$ cat config.mk
export PLATFORM = sky130hd
export DESIGN_NAME = clk_synth_divider
export DESIGN_NICKNAME = d
export VERILOG_FILES = /design/src/rtl/clk_synth_pkg.sv /design/src/rtl/clk_synth_ctrl.sv /design/src/rtl/clk_synth_datapath.sv /design/src/rtl/clk_synth_divider.sv
export SDC_FILE = /design/constraint.sdc
export NUM_CORES = 1
export LEC_CHECK = 0
export BUFFER_PORTS_ARGS = -buffer_cell sky130_fd_sc_hd__buf_4
export CORE_UTILIZATION = 30
export CTS_BUF_LIST = sky130_fd_sc_hd__clkbuf_4
export DETAILED_ROUTE_END_ITERATION = 7
export SYNTH_ARGS = -nofsm -noshare
export SYNTH_HDL_FRONTEND = slang
export SYNTH_HIERARCHICAL = 1
export SYNTH_SLANG_ARGS = --single-unit
$ cat constraint.sdc
create_clock -name clk -period 6.95 [get_ports clk]
set_input_delay 1.0425 -clock clk [delete_from_list [all_inputs] [get_ports clk]]
set_output_delay 1.0425 -clock clk [all_outputs]
set_load 0.005 [all_outputs]
$ cat src/rtl/clk_synth_pkg.sv
package clk_synth_pkg;

  // strobes from control to datapath
  typedef struct packed {
    logic srcTick;   // selected divider source tick
    logic refTick;   // reference tick
    logic clrOut;    // restart output divider
    logic clrLoop;   // restart loop divider
  } divStrobe_t;

  typedef enum logic [2:0] {
    TSEL_SHIFT  = 3'b000,
    TSEL_HIGH   = 3'b001,
    TSEL_FREF   = 3'b010,
    TSEL_LOOP   = 3'b011,
    TSEL_MAIN   = 3'b100,
    TSEL_LOW    = 3'b101,
    TSEL_BYPASS = 3'b110,
    TSEL_MAIN4  = 3'b111
  } testSel_e;

endpackage

$ cat src/rtl/clk_synth_ctrl.sv
module clk_synth_ctrl
  import clk_synth_pkg::*;
#(
  parameter int M_W = 9,
  parameter int N_W = 2,
  parameter int T_W = 3
) (
  input  logic             clk,
  input  logic             rstN,
  input  logic             vcoTick,
  input  logic             refTick,
  input  logic             serTick,
  input  logic [N_W-1:0]   nSel,
  input  logic [M_W-1:0]   mVal,
  input  logic [T_W-1:0]   tSel,
  output divStrobe_t       strb
);

  logic           bypass;
  logic           bypPrev;
  logic [N_W-1:0] nPrev;
  logic [M_W-1:0] mPrev;

  assign bypass = (tSel == T_W'(TSEL_BYPASS));

  always_ff @(posedge clk) begin
    if (!rstN) begin
      bypPrev <= 1'b0;
      nPrev   <= '0;
      mPrev   <= '0;
    end else begin
      bypPrev <= bypass;
      nPrev   <= nSel;
      mPrev   <= mVal;
    end
  end

  always_comb begin
    strb.srcTick = bypass ? serTick : vcoTick;
    strb.refTick = refTick;
    strb.clrOut  = (nSel != nPrev) || (bypass != bypPrev);
    strb.clrLoop = (mVal != mPrev) || (bypass != bypPrev);
  end

  // in bypass an oscillator tick alone never reaches the dividers
  assert_bypass_blocks_vco_R9: assert property (@(posedge clk) disable iff (!rstN)
    (bypass && !serTick) |-> !strb.srcTick);

endmodule

$ cat src/rtl/clk_synth_datapath.sv
module clk_synth_datapath
  import clk_synth_pkg::*;
#(
  parameter int M_W     = 9,
  parameter int N_W     = 2,
  parameter int T_W     = 3,
  parameter int REF_DIV = 8
) (
  input  logic             clk,
  input  logic             rstN,
  input  divStrobe_t       strb,
  input  logic [N_W-1:0]   nSel,
  input  logic [M_W-1:0]   mVal,
  input  logic [T_W-1:0]   tSel,
  input  logic             shiftLast,
  output logic             fOut,
  output logic             testPin
);

  localparam int OUT_CW   = 2 ** N_W;
  localparam int REF_HALF = REF_DIV / 2;
  localparam int REF_CW   = $clog2(REF_DIV);

  // output divider: toggles every 2^nSel source ticks
  logic [OUT_CW-1:0] outCnt;
  logic [OUT_CW-1:0] outLim;

  assign outLim = (OUT_CW'(1) << nSel) - OUT_CW'(1);

  always_ff @(posedge clk) begin
    if (!rstN) begin
      outCnt <= '0;
      fOut   <= 1'b0;
    end else if (strb.clrOut) begin
      outCnt <= '0;
      fOut   <= 1'b0;
    end else if (strb.srcTick) begin
      if (outCnt >= outLim) begin
        outCnt <= '0;
        fOut   <= ~fOut;
      end else begin
        outCnt <= outCnt + OUT_CW'(1);
      end
    end
  end

  // main output divided by 4 (toggle every second rising edge)
  logic fOutPrev;
  logic q4Cnt;
  logic fOutQ4;
  logic fOutRise;

  assign fOutRise = fOut && !fOutPrev;

  always_ff @(posedge clk) begin
    if (!rstN || strb.clrOut) begin
      fOutPrev <= 1'b0;
      q4Cnt    <= 1'b0;
      fOutQ4   <= 1'b0;
    end else begin
      fOutPrev <= fOut;
      if (fOutRise) begin
        q4Cnt <= ~q4Cnt;
        if (q4Cnt) fOutQ4 <= ~fOutQ4;
      end
    end
  end

  // loop divider: one-cycle pulse every M source ticks
  logic [M_W-1:0] loopCnt;
  logic [M_W-1:0] mLim;
  logic           loopPulse;

  assign mLim = (mVal <= M_W'(1)) ? '0 : mVal - M_W'(1);

  always_ff @(posedge clk) begin
    if (!rstN || strb.clrLoop) begin
      loopCnt   <= '0;
      loopPulse <= 1'b0;
    end else begin
      loopPulse <= 1'b0;
      if (strb.srcTick) begin
        if (loopCnt >= mLim) begin
          loopCnt   <= '0;
          loopPulse <= 1'b1;
        end else begin
          loopCnt <= loopCnt + M_W'(1);
        end
      end
    end
  end

  // fixed reference divider
  logic [REF_CW-1:0] refCnt;
  logic              fRef;

  always_ff @(posedge clk) begin
    if (!rstN) begin
      refCnt <= '0;
      fRef   <= 1'b0;
    end else if (strb.refTick) begin
      if (refCnt == REF_CW'(REF_HALF - 1)) begin
        refCnt <= '0;
        fRef   <= ~fRef;
      end else begin
        refCnt <= refCnt + REF_CW'(1);
      end
    end
  end

  // test pin selector
  always_comb begin
    case (testSel_e'(tSel))
      TSEL_SHIFT:  testPin = shiftLast;
      TSEL_HIGH:   testPin = 1'b1;
      TSEL_FREF:   testPin = fRef;
      TSEL_LOOP:   testPin = loopPulse;
      TSEL_MAIN:   testPin = fOut;
      TSEL_LOW:    testPin = 1'b0;
      TSEL_BYPASS: testPin = loopPulse;
      default:     testPin = fOutQ4;
    endcase
  end

  // main output moves only on a source tick or a restart
  assert_fout_on_tick_R1: assert property (@(posedge clk) disable iff (!rstN)
    (fOut != $past(fOut)) |-> $past(strb.srcTick || strb.clrOut));

  // a loop pulse follows a source tick and lasts one cycle
  assert_loop_pulse_R3: assert property (@(posedge clk) disable iff (!rstN)
    loopPulse |-> ($past(strb.srcTick) && !$past(loopPulse)));

  // reference output moves only on a reference tick
  assert_fref_on_tick_R5: assert property (@(posedge clk) disable iff (!rstN)
    (fRef != $past(fRef)) |-> $past(strb.refTick));

  // divide-by-4 node changes only after a main-output rise
  assert_q4_after_rise_R8: assert property (@(posedge clk) disable iff (!rstN)
    (fOutQ4 != $past(fOutQ4)) |-> ($past(fOut) || $past(strb.clrOut)));

  // restart leaves both dividers low
  assert_restart_low_R11: assert property (@(posedge clk) disable iff (!rstN)
    (strb.clrOut || strb.clrLoop) |=> (!fOut || !$past(strb.clrOut)) && (!loopPulse || !$past(strb.clrLoop)));

endmodule

$ cat src/rtl/clk_synth_divider.sv
module clk_synth_divider
  import clk_synth_pkg::*;
#(
  parameter int M_W     = 9,
  parameter int N_W     = 2,
  parameter int T_W     = 3,
  parameter int REF_DIV = 8
) (
  input  logic           clk,
  input  logic           rstN,
  input  logic           vcoTick,
  input  logic           refTick,
  input  logic           serTick,
  input  logic [N_W-1:0] nSel,
  input  logic [M_W-1:0] mVal,
  input  logic [T_W-1:0] tSel,
  input  logic           shiftLast,
  output logic           fOut,
  output logic           testPin
);

  divStrobe_t strb;

  clk_synth_ctrl #(.M_W(M_W), .N_W(N_W), .T_W(T_W)) i_ctrl (
    .clk     (clk),
    .rstN    (rstN),
    .vcoTick (vcoTick),
    .refTick (refTick),
    .serTick (serTick),
    .nSel    (nSel),
    .mVal    (mVal),
    .tSel    (tSel),
    .strb    (strb)
  );

  clk_synth_datapath #(.M_W(M_W), .N_W(N_W), .T_W(T_W), .REF_DIV(REF_DIV)) i_dp (
    .clk       (clk),
    .rstN      (rstN),
    .strb      (strb),
    .nSel      (nSel),
    .mVal      (mVal),
    .tSel      (tSel),
    .shiftLast (shiftLast),
    .fOut      (fOut),
    .testPin   (testPin)
  );

endmodule

# After elaboration in Yosys (flattened, before gate mapping)
# Cells that the tools add are included.
[word_totals]
reg_bits = 34
input_bits = 20
output_inout_bits = 2
wordCells = 58
[op_classes]
add_sub_neg = 5
n_lt_le_gt_ge = 3
n_eq_ne = 10
shift = 1
n_mux = 7
n_bitwise = 6
n_reduce_logical = 14
[ops]
columns = ["op", "count"]
rows = [
  ["9-bit 2-to-1 mux", 2],
  ["9-bit by 1-bit adder with 9-bit output, second input constant", 1],
  ["3-bit by 2-bit == test with 1-bit output, second input constant", 3],
  ["3-bit == test, second input constant", 3],
  ["9-bit >= comparator", 1],
  ["9-bit by 1-bit less-or-equal comparator with 1-bit output, second input constant", 1],
  ["9-bit inequality test", 1],
  ["9-bit by 1-bit subtractor with 9-bit output, second input constant", 1],
  ["1-bit inverter", 6],
  ["1-bit one-hot mux with 6 select lines", 1],
  ["2-bit AND reduction", 3],
  ["2-bit OR reduction", 3],
  ["4-bit by 1-bit adder with 4-bit output, second input constant", 1],
  ["4-bit >= comparator", 1],
  ["1-bit logical OR", 4],
  ["4-bit 2-to-1 mux", 1],
  ["1-bit by 2-bit left shift with 4-bit output, first input constant", 1],
  ["4-bit by 2-bit subtractor with 4-bit output, second input constant", 1],
  ["3-bit by 1-bit adder with 3-bit output, second input constant", 1],
  ["3-bit by 1-bit == test with 1-bit output, second input constant", 1],
  ["3-bit logical NOT", 1],
  ["3-bit 2-to-1 mux", 1],
  ["1-bit logical NOT", 2],
  ["1-bit 2-to-1 mux", 2],
  ["3 further kinds", 3],
]

# Longest topological paths before layout
[depth]
depth_word = 5
mapped_depth = 12
ltp_nobuf = 12

# Cells and area by module
# The synthesis kept the hierarchy.
[modules_own_cells]
columns = ["module", "n_inst", "cells_each", "area_each_um2", "seq_area_each_um2"]
rows = [
  ["clk_synth_datapath", 1, 174, 1433.9, 440.4],
  ["clk_synth_ctrl", 1, 46, 484.2, 240.2],
]

# Least setup slack after synthesis
# Ideal clock, no wire load.
[synth_timing]
path_type = "input to register"
from = "input mVal[4]"
to = "register i_dp.loopPulse"
setup_time_ps = 128
arrival_ps = 2967
required_time_ps = 6822
path_slack_ps = 3855
stages = 10
n_path_buf = 0
path_cell_list = "or4_4 > nor3_4 > nand2_1 > nand2b_1 > ha_1 > nor2b_1 > o31ai_1 > a31o_2 > a21oi_2 > nor2b_1"
[synth_via]
elab_chain_cells = 4
word_cells_on_any_way = 9
cone_classes = "add/sub: 1; order compare: 2; eq/ne: 1; mux: 2; reduce/logical: 3"
[synth_lines]
columns = ["item", "line_no", "rtl"]
rows = [
  ["start, declared", "clk_synth_divider.sv:15", "input logic [M_W-1:0] mVal,"],
  ["9-bit by 1-bit subtractor with 9-bit output (tied with other cells)", "clk_synth_datapath.sv:74", "assign mLim = (mVal <= M_W'(1)) ? '0 : mVal - M_W'(1);"],
  ["9-bit 2-to-1 mux or 1-bit logical OR (tied branches)", "clk_synth_datapath.sv:74, clk_synth_ctrl.sv:42", ""],
  ["9-bit >= comparator or 1-bit logical OR (tied branches)", "clk_synth_datapath.sv:83, clk_synth_datapath.sv:77", ""],
  ["1-bit 2-to-1 mux or 2-bit OR reduction (tied branches)", "n/a", ""],
  ["end signal, assigned", "clk_synth_datapath.sv:79", "loopPulse <= 1'b0;"],
  ["end signal, assigned", "clk_synth_datapath.sv:81", "loopPulse <= 1'b0;"],
  ["end signal, assigned", "clk_synth_datapath.sv:85", "loopPulse <= 1'b1;"],
  ["end, declared", "clk_synth_datapath.sv:72", "logic loopPulse;"],
]
# Several ways; a longest one is shown, not always the timed one.
# A chain may end at the register's enable or synchronous reset.

# Worst setup path after layout
# Same ends and word-level chain as after synthesis.

==> reports/qor.yml <==
dp_slack_ns: 3.51
synth_cell_type_count: 40
numCtsBuffers: 5
first_pass_iters: 4
antenna_left: 0
die-area_mm2: 0.00672
min_period_over_period: 0.441
hold_viol_final: 0
cts_resized: 0
ir_drop_uv: 70.7
outcome: "completed"
design_area_mm2: 0.00223
clock_sinks: 34
routedWlPerCell_um: 11.2
cts_tree: "done"
cap_violations: 0
timing.fmax_mhz: 326
cp_slowest_cell: "or4_4"
fin_ws_ns: 3.88
fin_nets: 281
grt_pass1_vias: 1457
r2r_slack_ns: 5.15
totalWireLength_mm: 3.57
diodes: 0
synth_area_per_cell_um2: 8.72
pwr-share-comb: 0.130
rsz0062_at_grt: "false"
switching_power_mw: 0.0954
critPathKind: "primary input to flip-flop"
syn2layout_area_growth_pct: 16.4
layout-drive-gt1-share: 0.151
critical_path_arrival_ns: 3.34
worstMarginPinSlew_ns: 0.403
crit_path_start_kind: "primary input"
antenna_found_initial: 0
drv_slew: 0
fin_util: 0.368
clkTransAtPathRegs_ns: 0.11
clock_path_buffers: 2
worst_ep_required_time_ns: 7.23
drt_iter0_drc: 28
placedCellCount: 312
routed-via-count: 1541
critPathLaunch: "mVal[4]"
r2r_cells: 7
r2r-end: "i_dp/outCnt[0]"
critPathTopFamily: "simple AND/OR/NAND/NOR gates"
core_mm2: 0.00606
fp.dieH_um: 82.0
cts_hold_buf: 0
drc: 0
initial_core_util: 0.316
netlist_instances: 220
crit_fanout: 7
yosys_register_bits: 34
ios: 22
end_kind: "flip-flop"
grt_usage: 0.123
synth_async_sr_flop_share: 0
cp_num_buf_inv: 1
synth_edf_count: 0
grt_pass1_wl_mm: 6.33
portBuffers: 21
cp.depth: 11
finalCriticalPeriod_ns: 3.07
syn_area_mm2: 0.00192
power_mw: 0.405
vias_per_cell: 4.82
maxSlewHeadroom: 0.731
synthesis.nets: 257
yosysWarningCount: 6
sequentialPowerShare: 0.499
synth_flop_cell: "dfxtp_1"
hold_ws_ns: 0.504
instances_no_fill: 320
clock_latency_ns: 0.34
swShare: 0.235
grt_overflow: 0
row_count: 28
hold_path_class: "flip-flop to flip-flop"
dpl.hpwl_mm: 2.78
powerDensity_mw_per_mm2: 182
die_w_um: 82.0
endpoint: "i_dp/loopPulse"
setup_violations: 0
htreeDepth: 2
root_buffer: "clkbuf_4"
setup_tns_ns: 0
place.gp.congestion: 0.752
post_dp_cell_area_mm2: 0.00215
slowest_delay_ns: 0.56
synth-seq-area-share: 0.355
path_cells: "buf_4 -> or4_4 -> nor3_4 -> nand2_2 -> xnor2_1 -> nand2_1 -> ha_1 -> nand4_1 -> a31o_2 -> a21oi_2 -> nor2b_1"
post_cts_buffers: 0
clkPwrFrac: 0.372
p_int_mw: 0.310
grt_max_degree: 19
worstReg2RegStart: "i_dp/outCnt[0]"
p_leak_nw: 0.945
fin_worst_skew_ns: 0.0103
[worst register-to-register path, cell delays in order, from the launching register on]
cell and delay (ns):
dfxtp_1 0.41, inv_1 0.06, ha_1 0.28, nand2b_1 0.14, a21o_1 0.17, a211oi_1 0.35, o21bai_1 0.21, nor2_1 0.13
[layout by cell type (no fill, tap or decap), types with 2 or more instances in the layout]
| cell type | count |
|---|---|
| or3_1 | 3 |
| nand4_1 | 7 |
| nor2_1 | 22 |
| ha_1 | 17 |
| dfxtp_1 | 34 |
| a211oi_1 | 2 |
| mux2i_1 | 3 |
| and3_1 | 2 |
| nand2_1 | 18 |
| clkbuf_4 | 7 |
| nor3_1 | 8 |
| o21ai_0 | 6 |
| buf_4 | 21 |
| and2_1 | 12 |
| nand3_1 | 6 |
| xnor2_1 | 10 |
| a21oi_1 | 9 |
| nand3b_1 | 2 |
| inv_1 | 11 |
| nand2b_1 | 4 |
| xor2_1 | 20 |
| nor2b_1 | 4 |
[cells in the mapped netlist (2+ instances only)]
library cell	number	share of area
nand2b_1	4	0.013
nand3_1	6	0.016
o21ai_0	6	0.016
ha_1	17	0.11
nor2_1	22	0.043
nand3b_1	2	0.0078
inv_1	11	0.022
mux2i_1	3	0.016
xnor2_1	10	0.046
dfxtp_1	34	0.35
nand2_1	18	0.035
xor2_1	20	0.091
nand4_1	7	0.023
and2_1	12	0.039
a211oi_1	2	0.0078
nor2b_1	4	0.013
and3_1	2	0.0065
or3_1	3	0.0098
a21oi_1	9	0.023
nor3_1	8	0.021
[sequential cells by signal (all words and copies together), names as in the netlist]
register	cells
i_dp/loopPulse	1
i_dp/q4Cnt	1
i_dp/loopCnt	9
i_ctrl/bypPrev	1
i_dp/fOut	1
i_dp/refCnt	3
i_dp/outCnt	4
i_ctrl/nPrev	2
i_dp/fRef	1
i_ctrl/mPrev	9
i_dp/fOutPrev	1
i_dp/fOutQ4	1
[metal layers]
metal | global-route usage | wire length [µm]
met4 | 0.0474 | 71
met5 | 0 | 0
met2 | 0.196 | 1560
met3 | 0.0344 | 188
met1 | 0.155 | 1760
[cells by family (layout without fill, tap and decap cells)]
kind of cell    Yosys count  after routing  synth area share
compound gates           26             26            0.0855
fa+ha+maj                17             17             0.111
mux                       4              4            0.0215
xor+xnor                 30             30             0.137
simple gates             94             94             0.258
flops                    34             34             0.355
buf+inv                  15             40            0.0320
[cell type report]
type / count / area (µm²)
Tap cell: 75 / 93.8
Fill cell: 628 / 3830
Inverter: 11 / 41.3
Sequential cell: 34 / 681
Multi-Input combinational cell: 171 / 1180
Clock inverter: 1 / 30.0
Clock buffer: 7 / 52.6
Timing Repair Buffer: 21 / 158
[worst min-delay path by stage]
stage,start,endpoint,cells after the start,slack [ns]
finish,i_dp/fRef,i_dp/fRef,2,0.50
global route,i_dp/refCnt[2],i_dp/refCnt[2],1,0.52
global placement,i_dp/fRef,i_dp/fRef,2,0.49
floorplan,i_dp/fRef,i_dp/fRef,2,0.46
detailed placement,i_dp/fRef,i_dp/fRef,2,0.49
CTS,i_dp/fRef,i_dp/fRef,2,0.51
[power by group through the flow]
stage | combinational [mW] | clock [mW] | sequential [mW]
floorplan | 0.0324 | 0 | 0.206
global route | 0.0599 | 0.166 | 0.203
finish | 0.0526 | 0.151 | 0.202
global placement | 0.0523 | 0 | 0.207
detailed placement | 0.0530 | 0 | 0.207
CTS | 0.0532 | 0.157 | 0.202
Power figures use the tool's default switching activity.
